<file path="src/rtl/pll_seq_pkg.sv">
// Package: shared constants and state type for the PLL bring-up sequencer.
// Assumes 32-bit register words and a 3-bit register address.
package pll_seq_pkg;
    localparam int ADDR_W = 3;
    localparam int DATA_W = 32;

    // register addresses
    localparam logic [ADDR_W-1:0] A_SYSCLK = 3'd0;
    localparam logic [ADDR_W-1:0] A_BASE   = 3'd1;
    localparam logic [ADDR_W-1:0] A_MISC   = 3'd2;
    localparam logic [ADDR_W-1:0] A_OUT12  = 3'd3;
    localparam logic [ADDR_W-1:0] A_OUT34  = 3'd4;

    // base register fields
    localparam int B_BYPASS = 31;
    localparam int B_ENABLE = 30;
    localparam int B_OVRD   = 28;
    localparam int M_LSB    = 0;
    localparam int N_LSB    = 8;
    localparam int P_LSB    = 20;
    // misc register field
    localparam int CP_LSB   = 8;
    // output-divider half-word fields
    localparam int H_RST       = 0;
    localparam int H_CLKEN     = 1;
    localparam int H_OVRD      = 2;
    localparam int H_RATIO_LSB = 8;

    // system clock source codes
    localparam logic [DATA_W-1:0] SRC_OSC    = 32'd0;
    localparam logic [DATA_W-1:0] SRC_PLLDIV = 32'd1;

    typedef enum logic [3:0] {
        ST_IDLE,
        ST_SRC_OSC,
        ST_BASE_BYP,
        ST_MISC,
        ST_BASE_EN,
        ST_BASE_RUN,
        ST_SETTLE,
        ST_OUT12_RST,
        ST_OUT12_CFG,
        ST_OUT34_RST,
        ST_OUT34_CFG,
        ST_SRC_PLL
    } seq_state_t;
endpackage

</file>
<file path="src/rtl/pll_seq_word_build.sv">
// Module: builds the register words for one bring-up from captured settings.
// Assumes M_W<=8, N_W<=12, P_W<=5, CP_W<=8, RATIO_W<=8 so fields do not overlap.
module pll_seq_word_build
    import pll_seq_pkg::*;
#(
    parameter int M_W     = 5,
    parameter int N_W     = 10,
    parameter int P_W     = 3,
    parameter int CP_W    = 4,
    parameter int RATIO_W = 8
) (
    input  logic                 tgt_i,
    input  logic [M_W-1:0]       m_i,
    input  logic [N_W-1:0]       n_i,
    input  logic [P_W-1:0]       p_i,
    input  logic [CP_W-1:0]      cp_i,
    input  logic [4*RATIO_W-1:0] ratios_i,
    output logic [DATA_W-1:0]    base_req_o,
    output logic [DATA_W-1:0]    misc_o,
    output logic [1:0][DATA_W-1:0] out_cfg_o
);
    localparam int NUM_OUT_REG = 2;

    // Base word: dividers plus override marker for checked targets.
    always_comb begin
        base_req_o = (DATA_W'(m_i) << M_LSB) | (DATA_W'(n_i) << N_LSB) |
                     (DATA_W'(p_i) << P_LSB);
        base_req_o[B_OVRD] = tgt_i;
    end

    // Misc word: charge pump only.
    assign misc_o = DATA_W'(cp_i) << CP_LSB;

    // One configure word per shared output register, two channels each.
    for (genvar g = 0; g < NUM_OUT_REG; g++) begin : g_out
        logic [15:0] lo_half, hi_half;
        always_comb begin
            lo_half = 16'(ratios_i[(2*g)*RATIO_W +: RATIO_W]) << H_RATIO_LSB;
            lo_half[H_OVRD]  = 1'b1;
            lo_half[H_CLKEN] = 1'b1;
            hi_half = 16'(ratios_i[(2*g+1)*RATIO_W +: RATIO_W]) << H_RATIO_LSB;
            hi_half[H_OVRD]  = 1'b1;
            hi_half[H_CLKEN] = 1'b1;
        end
        assign out_cfg_o[g] = {hi_half, lo_half};
    end
endmodule

</file>
<file path="src/rtl/pll_seq_settle_timer.sv">
// Module: counts the lock-settle interval while the sequencer waits.
// Assumes CYC >= 1; counter clears whenever run is low.
module pll_seq_settle_timer #(
    parameter int CYC = 20
) (
    input  logic clk,
    input  logic rst_n,
    input  logic run_i,
    output logic expired_o
);
    localparam int CW = (CYC > 1) ? $clog2(CYC) : 1;
    localparam logic [CW-1:0] LAST = CW'(CYC - 1);

    logic [CW-1:0] cnt_q;

    // Advance while waiting, otherwise hold at zero.
    always_ff @(posedge clk) begin
        if (!rst_n || !run_i) cnt_q <= '0;
        else if (cnt_q != LAST) cnt_q <= cnt_q + 1'b1;
    end

    assign expired_o = run_i && (cnt_q == LAST);

    // Counter leaves zero only while waiting.
    assert_cnt_idle_R6: assert property (@(posedge clk) disable iff (!rst_n)
        !run_i |=> cnt_q == '0);
endmodule

</file>
<file path="src/rtl/pll_bringup_seq.sv">
// Module: top-level PLL bring-up sequencer. Issues ordered register writes
// over a valid/ready port, waits for lock, configures output dividers and
// switches the system clock. Assumes the write target holds data on handshake.
module pll_bringup_seq
    import pll_seq_pkg::*;
#(
    parameter int M_W        = 5,
    parameter int N_W        = 10,
    parameter int P_W        = 3,
    parameter int CP_W       = 4,
    parameter int RATIO_W    = 8,
    parameter int SETTLE_CYC = 20
) (
    input  logic                 clk,
    input  logic                 rst_n,
    input  logic                 start_i,
    input  logic                 tgt_ovr_chk_i,
    input  logic [M_W-1:0]       div_in_i,
    input  logic [N_W-1:0]       div_fb_i,
    input  logic [P_W-1:0]       div_post_i,
    input  logic [CP_W-1:0]      pump_i,
    input  logic [4*RATIO_W-1:0] ratios_i,
    input  logic [31:0]          base_rdback_i,
    input  logic                 wr_ready_i,
    output logic                 wr_valid_o,
    output logic [2:0]           wr_addr_o,
    output logic [31:0]          wr_data_o,
    output logic                 busy_o,
    output logic                 done_o,
    output logic                 cfg_ok_o,
    output logic                 skipped_o
);
    localparam logic [DATA_W-1:0] OUT_RST_W = 32'h0001_0001;

    seq_state_t state_q, state_d;

    logic                 tgt_q;
    logic [M_W-1:0]       m_q;
    logic [N_W-1:0]       n_q;
    logic [P_W-1:0]       p_q;
    logic [CP_W-1:0]      cp_q;
    logic [4*RATIO_W-1:0] ratios_q;
    logic [DATA_W-1:0]    rdback_q;
    logic                 skip_q;

    logic [DATA_W-1:0]    base_req, misc_w, base_en, base_run;
    logic [1:0][DATA_W-1:0] out_cfg;
    logic                 settle_done;
    logic                 start_ok, hs;

    assign start_ok = start_i && (state_q == ST_IDLE);
    assign hs       = wr_valid_o && wr_ready_i;

    pll_seq_word_build #(
        .M_W(M_W), .N_W(N_W), .P_W(P_W), .CP_W(CP_W), .RATIO_W(RATIO_W)
    ) u_words (
        .tgt_i     (tgt_q),
        .m_i       (m_q),
        .n_i       (n_q),
        .p_i       (p_q),
        .cp_i      (cp_q),
        .ratios_i  (ratios_q),
        .base_req_o(base_req),
        .misc_o    (misc_w),
        .out_cfg_o (out_cfg)
    );

    pll_seq_settle_timer #(.CYC(SETTLE_CYC)) u_settle (
        .clk      (clk),
        .rst_n    (rst_n),
        .run_i    (state_q == ST_SETTLE),
        .expired_o(settle_done)
    );

    // Enable-on variants of the base word.
    always_comb begin
        base_en           = base_req;
        base_en[B_BYPASS] = 1'b1;
        base_en[B_ENABLE] = 1'b1;
        base_run           = base_req;
        base_run[B_ENABLE] = 1'b1;
    end

    // Capture settings and read-back value at an accepted start.
    always_ff @(posedge clk) begin
        if (!rst_n) begin
            tgt_q    <= 1'b0;
            m_q      <= '0;
            n_q      <= '0;
            p_q      <= '0;
            cp_q     <= '0;
            ratios_q <= '0;
            rdback_q <= '0;
            skip_q   <= 1'b0;
        end else if (start_ok) begin
            tgt_q    <= tgt_ovr_chk_i;
            m_q      <= div_in_i;
            n_q      <= div_fb_i;
            p_q      <= div_post_i;
            cp_q     <= pump_i;
            ratios_q <= ratios_i;
            rdback_q <= base_rdback_i;
            skip_q   <= tgt_ovr_chk_i && base_rdback_i[B_OVRD];
        end
    end

    // Step through the write order; each write advances on handshake.
    always_comb begin
        state_d = state_q;
        unique case (state_q)
            ST_IDLE:      if (start_ok) state_d = ST_SRC_OSC;
            ST_SRC_OSC:   if (hs) state_d = skip_q ? ST_OUT12_RST : ST_BASE_BYP;
            ST_BASE_BYP:  if (hs) state_d = ST_MISC;
            ST_MISC:      if (hs) state_d = ST_BASE_EN;
            ST_BASE_EN:   if (hs) state_d = ST_BASE_RUN;
            ST_BASE_RUN:  if (hs) state_d = ST_SETTLE;
            ST_SETTLE:    if (settle_done) state_d = ST_OUT12_RST;
            ST_OUT12_RST: if (hs) state_d = ST_OUT12_CFG;
            ST_OUT12_CFG: if (hs) state_d = ST_OUT34_RST;
            ST_OUT34_RST: if (hs) state_d = ST_OUT34_CFG;
            ST_OUT34_CFG: if (hs) state_d = ST_SRC_PLL;
            ST_SRC_PLL:   if (hs) state_d = ST_IDLE;
            default:      state_d = ST_IDLE;
        endcase
    end

    // State register.
    always_ff @(posedge clk) begin
        if (!rst_n) state_q <= ST_IDLE;
        else        state_q <= state_d;
    end

    // Write port address and data for the current step.
    always_comb begin
        wr_valid_o = (state_q != ST_IDLE) && (state_q != ST_SETTLE);
        wr_addr_o  = A_SYSCLK;
        wr_data_o  = '0;
        unique case (state_q)
            ST_SRC_OSC:   begin wr_addr_o = A_SYSCLK; wr_data_o = SRC_OSC; end
            ST_BASE_BYP:  begin
                wr_addr_o = A_BASE;
                wr_data_o = base_req;
                wr_data_o[B_BYPASS] = 1'b1;
            end
            ST_MISC:      begin wr_addr_o = A_MISC;  wr_data_o = misc_w;     end
            ST_BASE_EN:   begin wr_addr_o = A_BASE;  wr_data_o = base_en;    end
            ST_BASE_RUN:  begin wr_addr_o = A_BASE;  wr_data_o = base_run;   end
            ST_OUT12_RST: begin wr_addr_o = A_OUT12; wr_data_o = OUT_RST_W;  end
            ST_OUT12_CFG: begin wr_addr_o = A_OUT12; wr_data_o = out_cfg[0]; end
            ST_OUT34_RST: begin wr_addr_o = A_OUT34; wr_data_o = OUT_RST_W;  end
            ST_OUT34_CFG: begin wr_addr_o = A_OUT34; wr_data_o = out_cfg[1]; end
            ST_SRC_PLL:   begin wr_addr_o = A_SYSCLK; wr_data_o = SRC_PLLDIV; end
            default:      ;
        endcase
    end

    // Done flag: set by the final write, cleared by a new start.
    always_ff @(posedge clk) begin
        if (!rst_n)                            done_o <= 1'b0;
        else if (start_ok)                     done_o <= 1'b0;
        else if (state_q == ST_SRC_PLL && hs)  done_o <= 1'b1;
    end

    // Sticky valid flag: cleared on an override mismatch.
    always_ff @(posedge clk) begin
        if (!rst_n) cfg_ok_o <= 1'b1;
        else if (state_q == ST_SRC_OSC && skip_q && rdback_q != base_run)
            cfg_ok_o <= 1'b0;
    end

    assign busy_o    = (state_q != ST_IDLE);
    assign skipped_o = skip_q;

    // Port holds its offer while stalled.
    assert_hold_offer_R12: assert property (@(posedge clk) disable iff (!rst_n)
        wr_valid_o && !wr_ready_i |=> wr_valid_o && $stable(wr_addr_o) && $stable(wr_data_o));
    // Bypass is only ever released with enable on.
    assert_release_enabled_R5: assert property (@(posedge clk) disable iff (!rst_n)
        wr_valid_o && wr_addr_o == A_BASE && !wr_data_o[B_BYPASS] |-> wr_data_o[B_ENABLE]);
    // Nothing is offered in the cycle after the bypass release.
    assert_settle_quiet_R6: assert property (@(posedge clk) disable iff (!rst_n)
        hs && wr_addr_o == A_BASE && !wr_data_o[B_BYPASS] |=> !wr_valid_o);
    // Done follows the final source switch.
    assert_done_after_switch_R8: assert property (@(posedge clk) disable iff (!rst_n)
        $rose(done_o) |-> $past(hs && wr_addr_o == A_SYSCLK && wr_data_o == SRC_PLLDIV));
    // Done and busy never overlap.
    assert_done_idle_R13: assert property (@(posedge clk) disable iff (!rst_n)
        !(done_o && busy_o));
    // Valid flag only drops during a run.
    assert_ok_drop_busy_R10: assert property (@(posedge clk) disable iff (!rst_n)
        $fell(cfg_ok_o) |-> $past(busy_o));
endmodule

</file>
<file path="config.mk">
export PLATFORM = sky130hd
export DESIGN_NAME = pll_bringup_seq
export DESIGN_NICKNAME = d
export VERILOG_FILES = /design/src/rtl/pll_seq_pkg.sv /design/src/rtl/pll_seq_word_build.sv /design/src/rtl/pll_seq_settle_timer.sv /design/src/rtl/pll_bringup_seq.sv
export SDC_FILE = /design/constraint.sdc
export NUM_CORES = 1
export LEC_CHECK = 0
export ABC_AREA = 1
export BUFFER_PORTS_ARGS = -buffer_cell sky130_fd_sc_hd__buf_2
export CAP_MARGIN = 0
export CORE_AREA = 3 3 102 104
export DETAILED_ROUTE_END_ITERATION = 10
export DIE_AREA = 0 0 105 107
export GPL_ROUTABILITY_DRIVEN = 0
export PLACE_DENSITY_LB_ADDON = 0.12
export SLEW_MARGIN = 20
export SYNTH_ARGS = -nofsm -noshare
export SYNTH_HDL_FRONTEND = slang
export SYNTH_SLANG_ARGS = --single-unit
export TNS_END_PERCENT = 5
</file>
<file path="constraint.sdc">
create_clock -name clk -period 1.4 [get_ports clk]
set_input_delay 0.28 -clock clk [delete_from_list [all_inputs] [get_ports clk]]
set_output_delay 0.28 -clock clk [all_outputs]
set_load 0.01 [all_outputs]
</file>
==> flow_summary.toml <==
[detailed_routing]
detail-route-antenna-nets = 0
vias = 4389
wl_um = 11900
drt_pass1_iterations = 4
wl_per_cell_um = 13.3
detail_route.vias_per_cell = 4.91
drt_iter0_drc = 187
post-route-drc-count = 0

[floorplan]
pin_count = 131
coreArea_um2 = 9640
die_h_um = 107
start_util = 0.450
die_area_um2 = 11200
die_x_um = 105
std_cell_rows = 36

[grt]
grt_max_degree = 42
antenna_found_initial = 0
grt_usage = 0.209
grt_pass1_vias = 4115
grt_pass1_wl_um = 19100
grt_overflow_total = 0

[logic_synthesis]
ys_top_cells_by_count = "99 x dfxtp_1, 96 x a21oi_1, 86 x nand2_1"
yosys-top-cells-area = "dfxtp_1 46%, a21oi_1 11%, o21ai_0 9.6%, nand2_1 7.4%, inv_1 7.0%"
syn_inst = 599
yosysWarningCount = 0
syn_area_um2 = 4340
synthArstFlopShare = 0
ys_ff_latch = 99
yosysTopAreaCellShare = 0.457
ys_types = 31
yosysSeqAreaShare = 0.457
synth_edf_count = 0
synth.most_common_cell = "dfxtp_1"
synth_ff_type = "dfxtp_1"
syn_avg_cell_area_um2 = 7.25
yosysTopAreaCell = "dfxtp_1"

[setup_path]
critPathKind = "reg2out"
path_buf_inv = 3
start_kind = "register"
required_ps = 1120
max_stage_delay_ps = 390
end_kind = "output pin"
crit_chain = "inv_4, nor2_4, nand2_4, buf_6, o221ai_2, buf_2"
slowest_stage = "dfxtp_4"
cp_max_fo = 10
reg2reg_slack_ps = -220
arrival_ps = 1620
crit_family = "buffers and inverters"

[layout]
layout-drive-gt1-share = 0.363
utilization = 0.620
multi_input_comb_area_um2 = 2140
n_antenna_cell = 0
final_cells = 894
fin_nets = 848
register_area_um2 = 2000
areaGrowthSynthToFinish_pct = 37.8
fillCellCount = 934

[clock_tree]
path_clk_slew_ps = 110
ctsLongestPathBuffers = 2
cts_tree = "built"
root_buffer = "clkbuf_8"
cts_sinks = 99
numCtsBuffers = 9
h-tree-depth = 3
clk_latency_ps = 360

[power]
power.density_nw_per_um2 = 1820
power.switching_mw = 4.23
internal_power_mw = 6.63
clock_power_share = 0.195
pwr-share-comb = 0.447
swShare = 0.389
p_leak_nw = 2.62
pwr-share-seq = 0.359
peakVddDrop_mv = 0.745

[timing]
rsz0062_at_grt = "true"
fin_worst_skew_ps = 14.4
min_period_ps = 1900
tns_ps = -17400
slew_viol_final = 0
fin_crit_sh = 1.35
hold_viol = 0
fmax_mhz = 527
fin_ws_ps = -497
final-setup-viol-count = 114

[job]
cap_violations = 0

[hold_path]
hold_path_class = "in2reg"

[placed_design]
port_buffers = 125
dp_slack_ps = -221
placed_cells = 876
place_hpwl_um = 8910

[outcome]
violations = "negative setup slack"
status = "complete, but fails checks"
[worst register-to-register path, stage by stage, from the launching register on]
cell and delay [ps]:
dfxtp_4 380, buf_4 140, inv_2 80, nor2_4 40, buf_4 130, nand2_1 80
inv_1 60, nor2_2 140, nand2_1 80, nand2_2 130, nand2_2 80, nand2_1 70
nand2_1 50, nor2_1 100
[registers in the layout, indices dropped and copies added, names as in the netlist]
name            count
cfg_ok_o            1
n_q                10
p_q                 3
done_o              1
skipped_o           1
ratios_q           32
u_settle.cnt_q      5
tgt_q               1
state_q             4
rdback_q           32
cp_q                4
m_q                 5
[placed cells by master, fill, tap and decap left out, types with 4 or more instances in the layout]
| cell type | netlist | routed |
|---|---|---|
| o22ai_2 | 0 | 8 |
| o221ai_2 | 0 | 8 |
| dfxtp_1 | 99 | 94 |
| nor2_1 | 38 | 30 |
| a21oi_2 | 0 | 8 |
| clkbuf_8 | 0 | 9 |
| o21ai_0 | 83 | 22 |
| inv_1 | 81 | 80 |
| a21oi_1 | 96 | 88 |
| nand3_1 | 11 | 10 |
| buf_2 | 11 | 122 |
| nor2_4 | 1 | 7 |
| o21ai_2 | 0 | 13 |
| buf_4 | 10 | 41 |
| conb_1 | 1 | 5 |
| nor2_2 | 6 | 8 |
| o22ai_1 | 12 | 4 |
| nand2_2 | 9 | 10 |
| o21ai_1 | 9 | 57 |
| nand2_1 | 86 | 82 |
| buf_6 | 0 | 9 |
[power by group through the flow]
stage | Sequential [mW] | Clock (mW) | Combinational, mW
3_5_place_dp | 3.93 | 0 | 4.35
3_3_place_gp | 3.90 | 0 | 4.28
4_1_cts | 3.89 | 2.15 | 4.65
2_1_floorplan | 3.86 | 0 | 2.79
6_report | 3.89 | 2.12 | 4.85
5_1_grt | 3.98 | 2.25 | 5.40
[final cells by class]
type                            instances  share of cell area
Inverter                               87              0.0559
Clock buffer                            9              0.0207
Clock inverter                          7              0.0180
Timing Repair Buffer                  177               0.186
Multi-Input combinational cell        382               0.358
Tap cell                              133              0.0278
Sequential cell                        99               0.334
[layer usage]
| layer | GRT usage | vias up | share of wire |
|---|---|---|---|
| li1 | - | 2274 | - |
| met1 | 0.291 | 1985 | 0.46 |
| met3 | 0.0313 | 14 | 0.051 |
| met5 | 0 | - | 0 |
| met4 | 0.0544 | 0 | 0.012 |
| met2 | 0.340 | 116 | 0.48 |
[final timing paths]
kind                      from             to  depth (start not counted)
max                 state_q[3]  wr_data_o[15]                          6
min          base_rdback_i[24]   rdback_q[24]                          3
min reg2reg           cfg_ok_o       cfg_ok_o                          2
max reg2reg         state_q[2]     state_q[3]                         13
[what timing repair did]
item                                    in CTS  in global routing
endpoints found under the setup margin     130                131
resized for setup                           70                 58
buffers inserted                             1                  1
hold buffers                                 0                  0
pin swaps                                    4                  4
[per-stage QoR]
stage / total power [mW] / area (µm²) / hold WS (ps)
2_1_floorplan: 6.65 / 4460 / 423
3_3_place_gp: 8.18 / 5470 / 426
3_5_place_dp: 8.28 / 5470 / 429
4_1_cts: 10.7 / 5850 / 138
5_1_grt: 11.6 / 5980 / 143
6_report: 10.9 / 5980 / 151
[cell families after synthesis]
group	Yosys count	synth area share
compound gates	211	0.255
simple gates	160	0.157
buf+inv	122	0.117
flops	99	0.457
xor+xnor	5	0.0101
fa+ha+maj	1	0.00288
other cells	1	0.000864
Power figures use the tool's default switching activity.
